## src/rtl/ss_seq_pkg.sv

```systemverilog
package ss_seq_pkg;
   typedef enum logic [1:0] {
      SS_OFF    = 2'd0,
      SS_RAMP   = 2'd1,
      SS_REG    = 2'd2,
      SS_HICCUP = 2'd3
   } ss_state_t;
endpackage

```

## src/rtl/ss_enable_level.sv

```systemverilog
module ss_enable_level (
   input  logic clk,
   input  logic rst_n,
   input  logic set_i,
   input  logic clr_i,
   output logic level_o
);
   always_ff @(posedge clk or negedge rst_n) begin
      if (!rst_n)     level_o <= 1'b0;
      else if (clr_i) level_o <= 1'b0;
      else if (set_i) level_o <= 1'b1;
   end

   // clear wins over set
   a_r2_clear_wins: assert property (@(posedge clk) disable iff (!rst_n)
      clr_i |=> !level_o);
endmodule

```

## src/rtl/ss_ramp_gen.sv

```systemverilog
module ss_ramp_gen #(
   parameter int REF_W = 11
) (
   input  logic             clk,
   input  logic             rst_n,
   input  logic             clear_i,
   input  logic             step_i,
   output logic [REF_W-1:0] code_o,
   output logic             full_o
);
   localparam logic [REF_W-1:0] CODE_MAX = '1;

   logic [REF_W-1:0] code_q;

   always_ff @(posedge clk or negedge rst_n) begin
      if (!rst_n)                            code_q <= '0;
      else if (clear_i)                      code_q <= '0;
      else if (step_i && code_q != CODE_MAX) code_q <= code_q + 1'b1;
   end

   assign code_o = code_q;
   assign full_o = (code_q == CODE_MAX);

   // code moves only by one step up or back to zero
   a_r3_unit_step: assert property (@(posedge clk) disable iff (!rst_n)
      (code_q != $past(code_q)) |-> (code_q == $past(code_q) + 1'b1 || code_q == '0));
endmodule

```

## src/rtl/ss_hiccup_timer.sv

```systemverilog
module ss_hiccup_timer #(
   parameter int TICKS = 2048
) (
   input  logic clk,
   input  logic rst_n,
   input  logic run_i,
   input  logic tick_i,
   output logic done_o
);
   localparam int CW = (TICKS > 2) ? $clog2(TICKS) : 1;
   localparam logic [CW-1:0] LAST = CW'(TICKS - 1);

   logic [CW-1:0] cnt_q;

   always_ff @(posedge clk or negedge rst_n) begin
      if (!rst_n)      cnt_q <= '0;
      else if (!run_i) cnt_q <= '0;
      else if (tick_i) cnt_q <= cnt_q + 1'b1;
   end

   assign done_o = run_i && tick_i && (cnt_q == LAST);

   // the wait counter never moves back while the wait runs
   a_r7_no_restart: assert property (@(posedge clk) disable iff (!rst_n)
      (run_i && $past(run_i) && !$past(done_o)) |-> (cnt_q >= $past(cnt_q)));
endmodule

```

## src/rtl/ss_pgood_hyst.sv

```systemverilog
module ss_pgood_hyst #(
   parameter bit HYST = 1'b1
) (
   input  logic clk,
   input  logic rst_n,
   input  logic allow_i,
   input  logic above_i,
   input  logic below_i,
   output logic pg_o
);
   generate
      if (HYST) begin : g_hyst
         always_ff @(posedge clk or negedge rst_n) begin
            if (!rst_n)        pg_o <= 1'b0;
            else if (!allow_i) pg_o <= 1'b0;
            else if (below_i)  pg_o <= 1'b0;
            else if (above_i)  pg_o <= 1'b1;
         end
      end else begin : g_plain
         always_ff @(posedge clk or negedge rst_n) begin
            if (!rst_n) pg_o <= 1'b0;
            else        pg_o <= allow_i && above_i && !below_i;
         end
      end
   endgenerate

   // power-good rises only after the set-level flag
   a_r8_rise_needs_above: assert property (@(posedge clk) disable iff (!rst_n)
      $rose(pg_o) |-> $past(above_i));
endmodule

```

## src/rtl/ss_hiccup_seq.sv

```systemverilog
module ss_hiccup_seq
   import ss_seq_pkg::*;
#(
   parameter int REF_W        = 11,
   parameter int HICCUP_TICKS = 2048,
   parameter bit PG_HYST      = 1'b1
) (
   input  logic             clk,
   input  logic             rst_n,
   input  logic             sw_tick,
   input  logic             por_ok,
   input  logic             en_hi,
   input  logic             en_lo,
   input  logic             ocp_flag,
   input  logic             fb_hi,
   input  logic             fb_lo,
   output logic [REF_W-1:0] ref_code,
   output logic             drv_en,
   output logic             pgood
);
   localparam logic [REF_W-1:0] REF_FULL = '1;

   generate
      if (REF_W < 2 || REF_W > 24) begin : g_bad_ref_w
         $error("ss_hiccup_seq: REF_W out of range");
      end
      if (HICCUP_TICKS < 2) begin : g_bad_hiccup
         $error("ss_hiccup_seq: HICCUP_TICKS must be at least 2");
      end
   endgenerate

   ss_state_t state_q, state_d;
   logic      en_level, ramp_full, hic_done, off_req, running;

   ss_enable_level u_en (
      .clk    (clk),
      .rst_n  (rst_n),
      .set_i  (en_hi),
      .clr_i  (en_lo),
      .level_o(en_level)
   );

   assign off_req = !por_ok || !en_level || en_lo;

   always_comb begin
      state_d = state_q;
      unique case (state_q)
         SS_OFF:    if (!off_req)                   state_d = SS_RAMP;
         SS_RAMP:   if (off_req)                    state_d = SS_OFF;
                    else if (ocp_flag)              state_d = SS_HICCUP;
                    else if (sw_tick && ramp_full)  state_d = SS_REG;
         SS_REG:    if (off_req)                    state_d = SS_OFF;
                    else if (ocp_flag)              state_d = SS_HICCUP;
         SS_HICCUP: if (off_req || hic_done)        state_d = SS_OFF;
         default:                                   state_d = SS_OFF;
      endcase
   end

   always_ff @(posedge clk or negedge rst_n) begin
      if (!rst_n) state_q <= SS_OFF;
      else        state_q <= state_d;
   end

   ss_ramp_gen #(.REF_W(REF_W)) u_ramp (
      .clk    (clk),
      .rst_n  (rst_n),
      .clear_i(state_d == SS_OFF || state_d == SS_HICCUP),
      .step_i (state_q == SS_RAMP && sw_tick),
      .code_o (ref_code),
      .full_o (ramp_full)
   );

   ss_hiccup_timer #(.TICKS(HICCUP_TICKS)) u_hic (
      .clk   (clk),
      .rst_n (rst_n),
      .run_i (state_q == SS_HICCUP),
      .tick_i(sw_tick),
      .done_o(hic_done)
   );

   ss_pgood_hyst #(.HYST(PG_HYST)) u_pg (
      .clk    (clk),
      .rst_n  (rst_n),
      .allow_i(state_d == SS_REG),
      .above_i(fb_hi),
      .below_i(fb_lo),
      .pg_o   (pgood)
   );

   assign running = (state_q == SS_RAMP) || (state_q == SS_REG);
   assign drv_en  = running && !ocp_flag && !off_req;

   // overcurrent removes drive in the same cycle
   a_r6_ocp_drv_off: assert property (@(posedge clk) disable iff (!rst_n)
      ocp_flag |-> !drv_en);
   // no drive during the whole wait
   a_r6_hiccup_quiet: assert property (@(posedge clk) disable iff (!rst_n)
      (state_q == SS_HICCUP) |-> !drv_en);
   // lower enable flag clears the reference by the next edge
   a_r5_disable_clears: assert property (@(posedge clk) disable iff (!rst_n)
      en_lo |=> (ref_code == '0));
   // power-good only with the reference at full scale
   a_r9_pgood_full: assert property (@(posedge clk) disable iff (!rst_n)
      pgood |-> (ref_code == REF_FULL));
   // drive may start only with supply ready
   a_r2_start_gate: assert property (@(posedge clk) disable iff (!rst_n)
      $rose(drv_en) |-> por_ok);
endmodule

```

## config.mk

```make
export PLATFORM = sky130hd
export DESIGN_NAME = ss_hiccup_seq
export DESIGN_NICKNAME = d
export VERILOG_FILES = /design/src/rtl/ss_seq_pkg.sv /design/src/rtl/ss_enable_level.sv /design/src/rtl/ss_ramp_gen.sv /design/src/rtl/ss_hiccup_timer.sv /design/src/rtl/ss_pgood_hyst.sv /design/src/rtl/ss_hiccup_seq.sv
export SDC_FILE = /design/constraint.sdc
export NUM_CORES = 1
export LEC_CHECK = 0
export ABC_AREA = 1
export CORE_AREA = 2 2 61 63
export DETAILED_ROUTE_END_ITERATION = 8
export DIE_AREA = 0 0 63 65
export PLACE_DENSITY_LB_ADDON = 0.12
export SYNTH_ARGS = -nofsm -noshare
export SYNTH_HDL_FRONTEND = slang
export SYNTH_HIERARCHICAL = 1
export SYNTH_SLANG_ARGS = --single-unit
export TNS_END_PERCENT = 1
```

## constraint.sdc

```tcl
create_clock -name clk -period 2.2 [get_ports clk]
set_clock_uncertainty 0.2 [all_clocks]
set_input_delay 0.66 -clock clk [delete_from_list [all_inputs] [get_ports clk]]
set_output_delay 0.66 -clock clk [all_outputs]
set_load 0.1 [all_outputs]
```

==> qor.txt, run 1 <==
CTS buffer count: 3
Tot GR Track Use: 19.5%
Worst EP required: 1.34 ns
clock share of power: 25.6%
Seq. cell area: 669 sq um
Net Switching: 419 uW
Final Hold Vio Count: 0
vias in the first global route: 1494
Chip Height: 65 microns
synthesized flop and latch total: 26
Critical Path End Type: primary output
Tot Pwr: 1.30 mW
Internal: 880 uW
max_slew headroom: 77.7%
Die ar.: 0.00410 sq mm
DR iter-0 viols: 76
Wirelength per Cell: 11.2 microns
Cells after Synth: 224
Placed Area: 0.00231 sq mm
Die W: 63 microns
DRT antenna net count: 0
Worst Setup EP: drv_en
I/O Pins: 22
CP Class: input port to primary output
I/O Buffers: 21
Cell Rows: 22
largest area contributor in the netlist: dfrtp_1
Initial Util: 47.1%
synth-to-layout area growth: 49.9%
drt via density: 4.78
# fillers: 285
Routed Wire Length: 3710 microns
Max Cap Viol: 0
Max Root-Sink Buffers: 2
Synth Cell Area: 0.00165 sq mm
CTS Sinks: 26
Synth top area share: 39.5%
met2 Use GR: 34.7%
Final setup viols: 9
largest net degree at the start of global routing: 27
FF-to-FF End: u_ramp/code_o[4]
commonest non-fill, non-tap cells in the layout: nand2_1, buf_4, nor2_1, inv_1, nand3_1
Yosys warnings: 6
core area: 0.00350 sq mm
Mean Syn Cell Area: 7.35 sq um
first-pass GRT wire length: 6390 microns
switch share: 32.2%
P_leak: 1.11 nW
Comb pwr share: 35.1%
final worst slack: -0.114 ns
met3 usage: 2.78%
Worst-Margin Slew: 0.334 ns
Net count, final: 299
r2r setup slk: -0.02 ns
post-synth cell types: 26
n_diodes: 0
period utilization: 105%
CTS tree: yes
first-pass iteration count of the detailed router: 4
failing checks: negative setup slack
CTS HTree Levels: 1
crit-path max FO: 2
worst-skew pair later-pin latency: 0.33 ns
commonest non-fill, non-tap cell in the layout: nand2_1
max frequency: 0.432 GHz
Net Count, Synth: 240
Final TNS setup: -0.240 ns
crit path DAT: 1.45 ns
area of the multi-input gates: 970 sq um
Hold Path Stages: 2
drc violations: 0
post-place setup slack: -0.445 ns
root buf cell: clkbuf_4
outcome: complete, but fails checks
via count: 1579
PD cells: 526 mW/mm^2
CTS clk-pin slew, worst paths: 0.14 ns
fraction of layout cells with a size suffix above 1: 35.1%
FF-to-FF Start: u_ramp/code_o[1]
hpwl dp: 2810 microns
grt peak-use layer: met2
top cells by area, synth: dfrtp_1, nand2_1, nor2_1
Sequential Power Share: 39.3%
initial antenna violation count: 0
GR Overflow Total: 0
gpl congestion: 0.822
Final min period: 2.31 ns
crit path launch: ocp_flag
Design Area, Final: 0.00247 sq mm
RSZ-0062 raised after global routing: yes
pins over their slew limit: 0
HP Class: register to register
post-synthesis sequential area ratio: 39.5%
worst vdd ir: 0.000488 V
crit start category: input port
Reg2Reg Depth: 14
GR Util met1: 24.9%
[cell type report]
cell class	instances	share of cell area (%)
multi-input combinational	167	39.3
tap	48	2.43
sequential	26	27.1
timing repair buffer	56	24.4
clock buffer	3	0.912
clock inverter	1	1.22
inverter	29	4.61
[through the flow]
stage | cells | hold WS [ns] | util (%)
floorplan | 224 | 0.164 | -
global placement | 321 | 0.292 | 66.1
detailed placement | 321 | 0.302 | 66.1
CTS | 329 | 0.335 | 69.2
global route | 330 | 0.371 | 70.6
finish | 330 | 0.329 | 70.6
[worst min-delay path by stage]
stage                                 end             from
after detailed placement  u_hic/cnt_q[10]  u_hic/cnt_q[10]
after CTS                 u_hic/cnt_q[10]  u_hic/cnt_q[10]
after floorplan                state_q[0]            rst_n
final                     u_hic/cnt_q[10]  u_hic/cnt_q[10]
after global routing      u_hic/cnt_q[10]  u_hic/cnt_q[10]
after global placement    u_hic/cnt_q[10]  u_hic/cnt_q[10]
[synthesized netlist by cell type]
master / count
nand2_1: 64
nor2_1: 29
inv_1: 28
dfrtp_1: 26
nand3_1: 21
ha_1: 7
nand2_2: 7
a21oi_1: 6
nor3_1: 5
o21ai_0: 5
nor2_4: 4
nand4_1: 3
o21ai_1: 3
nand3b_1: 2
o21bai_1: 2
xor2_1: 2
a22o_1: 1
buf_8: 1
clkbuf_4: 1
inv_2: 1
nand2_4: 1
nand3_4: 1
nor3_2: 1
o21a_1: 1
o21ai_2: 1
xnor2_1: 1
[sequential cells by signal, indices dropped and copies added, names as in the netlist]
| signal | count |
|---|---|
| u_en/level_o | 1 |
| u_ramp/code_o | 11 |
| state_q | 2 |
| u_pg/pg_o | 1 |
| u_hic/cnt_q | 11 |
[power by group through the flow]
stage	clock network [mW]	logic, mW	registers, mW
final	0.333	0.456	0.510
after global routing	0.359	0.490	0.512
after CTS	0.339	0.443	0.509
after detailed placement	0	0.384	0.518
after global placement	0	0.381	0.518
after floorplan	0	0.199	0.571
[repair_timing]
item | 4_1_cts | 5_1_grt
cloned | 0 | 0
gates resized for setup | 10 | 11
buffers inserted | 4 | 1
pin swaps | 6 | 3
hold buffers | 0 | 0
setup endpoints to repair | 11 | 12
[routing by layer]
layer,up-vias,share of wire [%]
met1,727,46
met2,26,50
met4,0,0.54
li1,824,-
met3,2,3.3
met5,-,0
[cell families (layout without fill, tap and decap cells)]
group	count (synthesis)	in the layout	share of synthesized area [%]
and+or+nand+nor	138	138	38.9
DFF	26	26	39.5
AOI/OAI and AO/OA	19	19	6.69
xor gates and xnor gates	3	3	1.60
buffers and inverters	31	89	7.98
adders and majority gates	7	7	5.32
[worst max-delay path, stage by stage]
cell and delay (ns):
clkdlybuf4s50_1 0.46, nor2_4 0.15, buf_12 0.18
(Power assumes the default switching activity.)
==> inputs of run 2 (changes only) <==
--- a/config.mk
+++ b/config.mk
@@ -9,7 +9,7 @@
 export CORE_AREA = 2 2 61 63
 export DETAILED_ROUTE_END_ITERATION = 8
 export DIE_AREA = 0 0 63 65
-export PLACE_DENSITY_LB_ADDON = 0.12
+export PLACE_DENSITY = 0.74
 export SYNTH_ARGS = -nofsm -noshare
 export SYNTH_HDL_FRONTEND = slang
 export SYNTH_HIERARCHICAL = 1
==> run 2 against run 1 <==
Compared with the run above:
- the run still ends with negative setup slack left
- clock power decreased by 27%
- critical path type is now register to primary output
- via count increased by 3.5%
- count of clock-buffer cells in the layout is 1 higher
- combinational power increased by 11%
- core utilization up 2.0 points
- non-clock buffer count increased by 6
- first-iteration DRC count is 54% higher
==> qor.txt, run 2 (same netlist as run 1, synthesis figures left out) <==
Final Hold Vio Count: 0 (unchanged)
CTS Hold Bufs: 0 (unchanged)
crit path DAT: 1.47 ns (was 1.45 ns)
Tot Pwr: 1.26 mW (was 1.30 mW)
first-pass iteration count of the detailed router: 4 (unchanged)
synth-to-layout area growth: 54.3% (was 49.9%)
Wirelength per Cell: 12.4 microns (was 11.2 microns)
CP Class: register to primary output (was input port to primary output)
Final setup viols: 11 (was 9)
n_diodes: 0 (unchanged)
commonest non-fill, non-tap cells in the layout: nand2_1, buf_4, inv_1, nor2_1, nand3_1 (was nand2_1, buf_4, nor2_1, inv_1, nand3_1)
CTS clk-pin slew, worst paths: 0.14 ns (about the same)
worst vdd ir: 0.000450 V (was 0.000488 V)
hpwl dp: 2820 microns (was 2810 microns)
initial antenna violation count: 0 (unchanged)
I/O Pins: 22 (unchanged)
commonest non-fill, non-tap cell in the layout: nand2_1 (unchanged)
drc violations: 0 (unchanged)
crit start category: register (was input port)
DRT antenna net count: 0 (unchanged)
Tot GR Track Use: 20.1% (was 19.5%)
Max Root-Sink Buffers: 2 (unchanged)
Max Cap Viol: 0 (unchanged)
Final TNS setup: -0.654 ns (was -0.240 ns)
CTS tree: yes (unchanged)
worst-skew pair later-pin latency: 0.32 ns (was 0.33 ns)
# fillers: 272 (was 285)
outcome: complete, but fails checks (unchanged)
Worst-Margin Slew: 0.330 ns (was 0.334 ns)
Final min period: 2.33 ns (was 2.31 ns)
Routed Wire Length: 4150 microns (was 3710 microns)
largest net degree at the start of global routing: 27 (unchanged)
Cell Rows: 22 (unchanged)
period utilization: 106% (was 105%)
via count: 1635 (was 1579)
drt via density: 4.87 (was 4.78)
DP Cell Count: 321 (unchanged)
I/O Buffers: 21 (unchanged)
Initial Util: 47.1% (unchanged)
DR iter-0 viols: 117 (was 76)
first-pass GRT wire length: 6580 microns (was 6390 microns)
Design Area, Final: 0.00254 sq mm (was 0.00247 sq mm)
Hold WS: 0.328 ns (was 0.329 ns)
vias in the first global route: 1575 (was 1494)
P_leak: 1.14 nW (was 1.11 nW)
Net count, final: 305 (was 299)
Chip Height: 65 microns (unchanged)
final worst slack: -0.131 ns (was -0.114 ns)
core area: 0.00350 sq mm (unchanged)
fraction of layout cells with a size suffix above 1: 37.2% (was 35.1%)
fin cells: 336 (was 330)
CTS buffer count: 3 (unchanged)
Placed Area: 0.00231 sq mm (unchanged)
crit-path max FO: 2 (unchanged)
max frequency: 0.429 GHz (was 0.432 GHz)
PD cells: 497 mW/mm^2 (was 526 mW/mm^2)
Critical Path End Type: primary output (unchanged)
GR Overflow Total: 0 (unchanged)
Die ar.: 0.00410 sq mm (unchanged)
HP Class: register to register (unchanged)
final core occ: 72.7% (was 70.6%)
max_slew headroom: 78.0% (was 77.7%)
CTS HTree Levels: 1 (unchanged)
Die W: 63 microns (unchanged)
RSZ-0062 raised after global routing: yes (unchanged)
gpl congestion: 0.809 (was 0.822)
failing checks: negative setup slack (unchanged)
CTS Sinks: 26 (unchanged)
post-place setup slack: -0.518 ns (was -0.445 ns)
root buf cell: clkbuf_4 (unchanged)
Worst EP required: 1.34 ns (about the same)
pins over their slew limit: 0 (unchanged)
run 2: cell count changes in the layout (fill, tap and decap cells not counted), sizes merged:
cell,change
dlygate4sd2,+1
clkdlybuf4s50,-1
clkbuf,+1
bufinv,-1
buf,+6
run 2: report_power, final:
group / internal (mW) / switching [mW]
logic: 0.221 / 0.287
registers: 0.497 / 0.0137
clock network: 0.101 / 0.142
total: 0.820 / 0.443
run 2: timing repair:
item / CTS / global route
setup buffers: 7 / 4
pin swaps: 6 / 15
resized for setup: 17 / 16
setup endpoints to repair: 11 / 12
run 2: final cells by class:
cell class	count	area (sq um)	share of cell area (%)
sequential	26	669	26.4
tap	48	60.1	2.36
inverter	29	116	4.58
clock buffer	4	36.3	1.43
timing repair buffer	62	666	26.2
multi-input combinational	167	992	39.1
run 2: worst paths after layout:
path | from | to | slack [ns] | depth (start not counted)
worst max register to register | u_hic/cnt_q[0] | u_ramp/code_o[0] | -0.07 | 15
worst max-delay path | state_q[0] | drv_en | -0.13 | 6
min in group asynchronous | rst_n | u_ramp/code_o[4] | 0.49 | 2
worst min register to register | u_en/level_o | u_en/level_o | 0.33 | 2
max in group asynchronous | rst_n | u_ramp/code_o[1] | 1.04 | 2
worst min-delay path | u_en/level_o | u_en/level_o | 0.33 | 2
run 2: worst max-delay path, stage by stage, from the launching register on:
cell and delay, ns:
dfrtp_1 0.40, buf_6 0.12, inv_4 0.03, ha_4 0.27, nand2_4 0.05, nor2_4 0.10
buf_12 0.18
run 2: per-layer routing:
metal / routed length, microns / global-route usage [%]
met1: 1780 / 23.8
met2: 2180 / 37.0
met3: 143 / 3.65
met4: 50 / 5.83
met5: 0 / 0
==> inputs of run 3 (changes only) <==
--- a/config.mk
+++ b/config.mk
@@ -6,7 +6,9 @@
 export NUM_CORES = 1
 export LEC_CHECK = 0
 export ABC_AREA = 1
+export CAP_MARGIN = 15
 export CORE_AREA = 2 2 61 63
+export CTS_CLUSTER_DIAMETER = 150
 export DETAILED_ROUTE_END_ITERATION = 8
 export DIE_AREA = 0 0 63 65
 export PLACE_DENSITY = 0.74
==> results of run 3 <==
The final DEF is identical to that of run 2; final timing and power are the same.
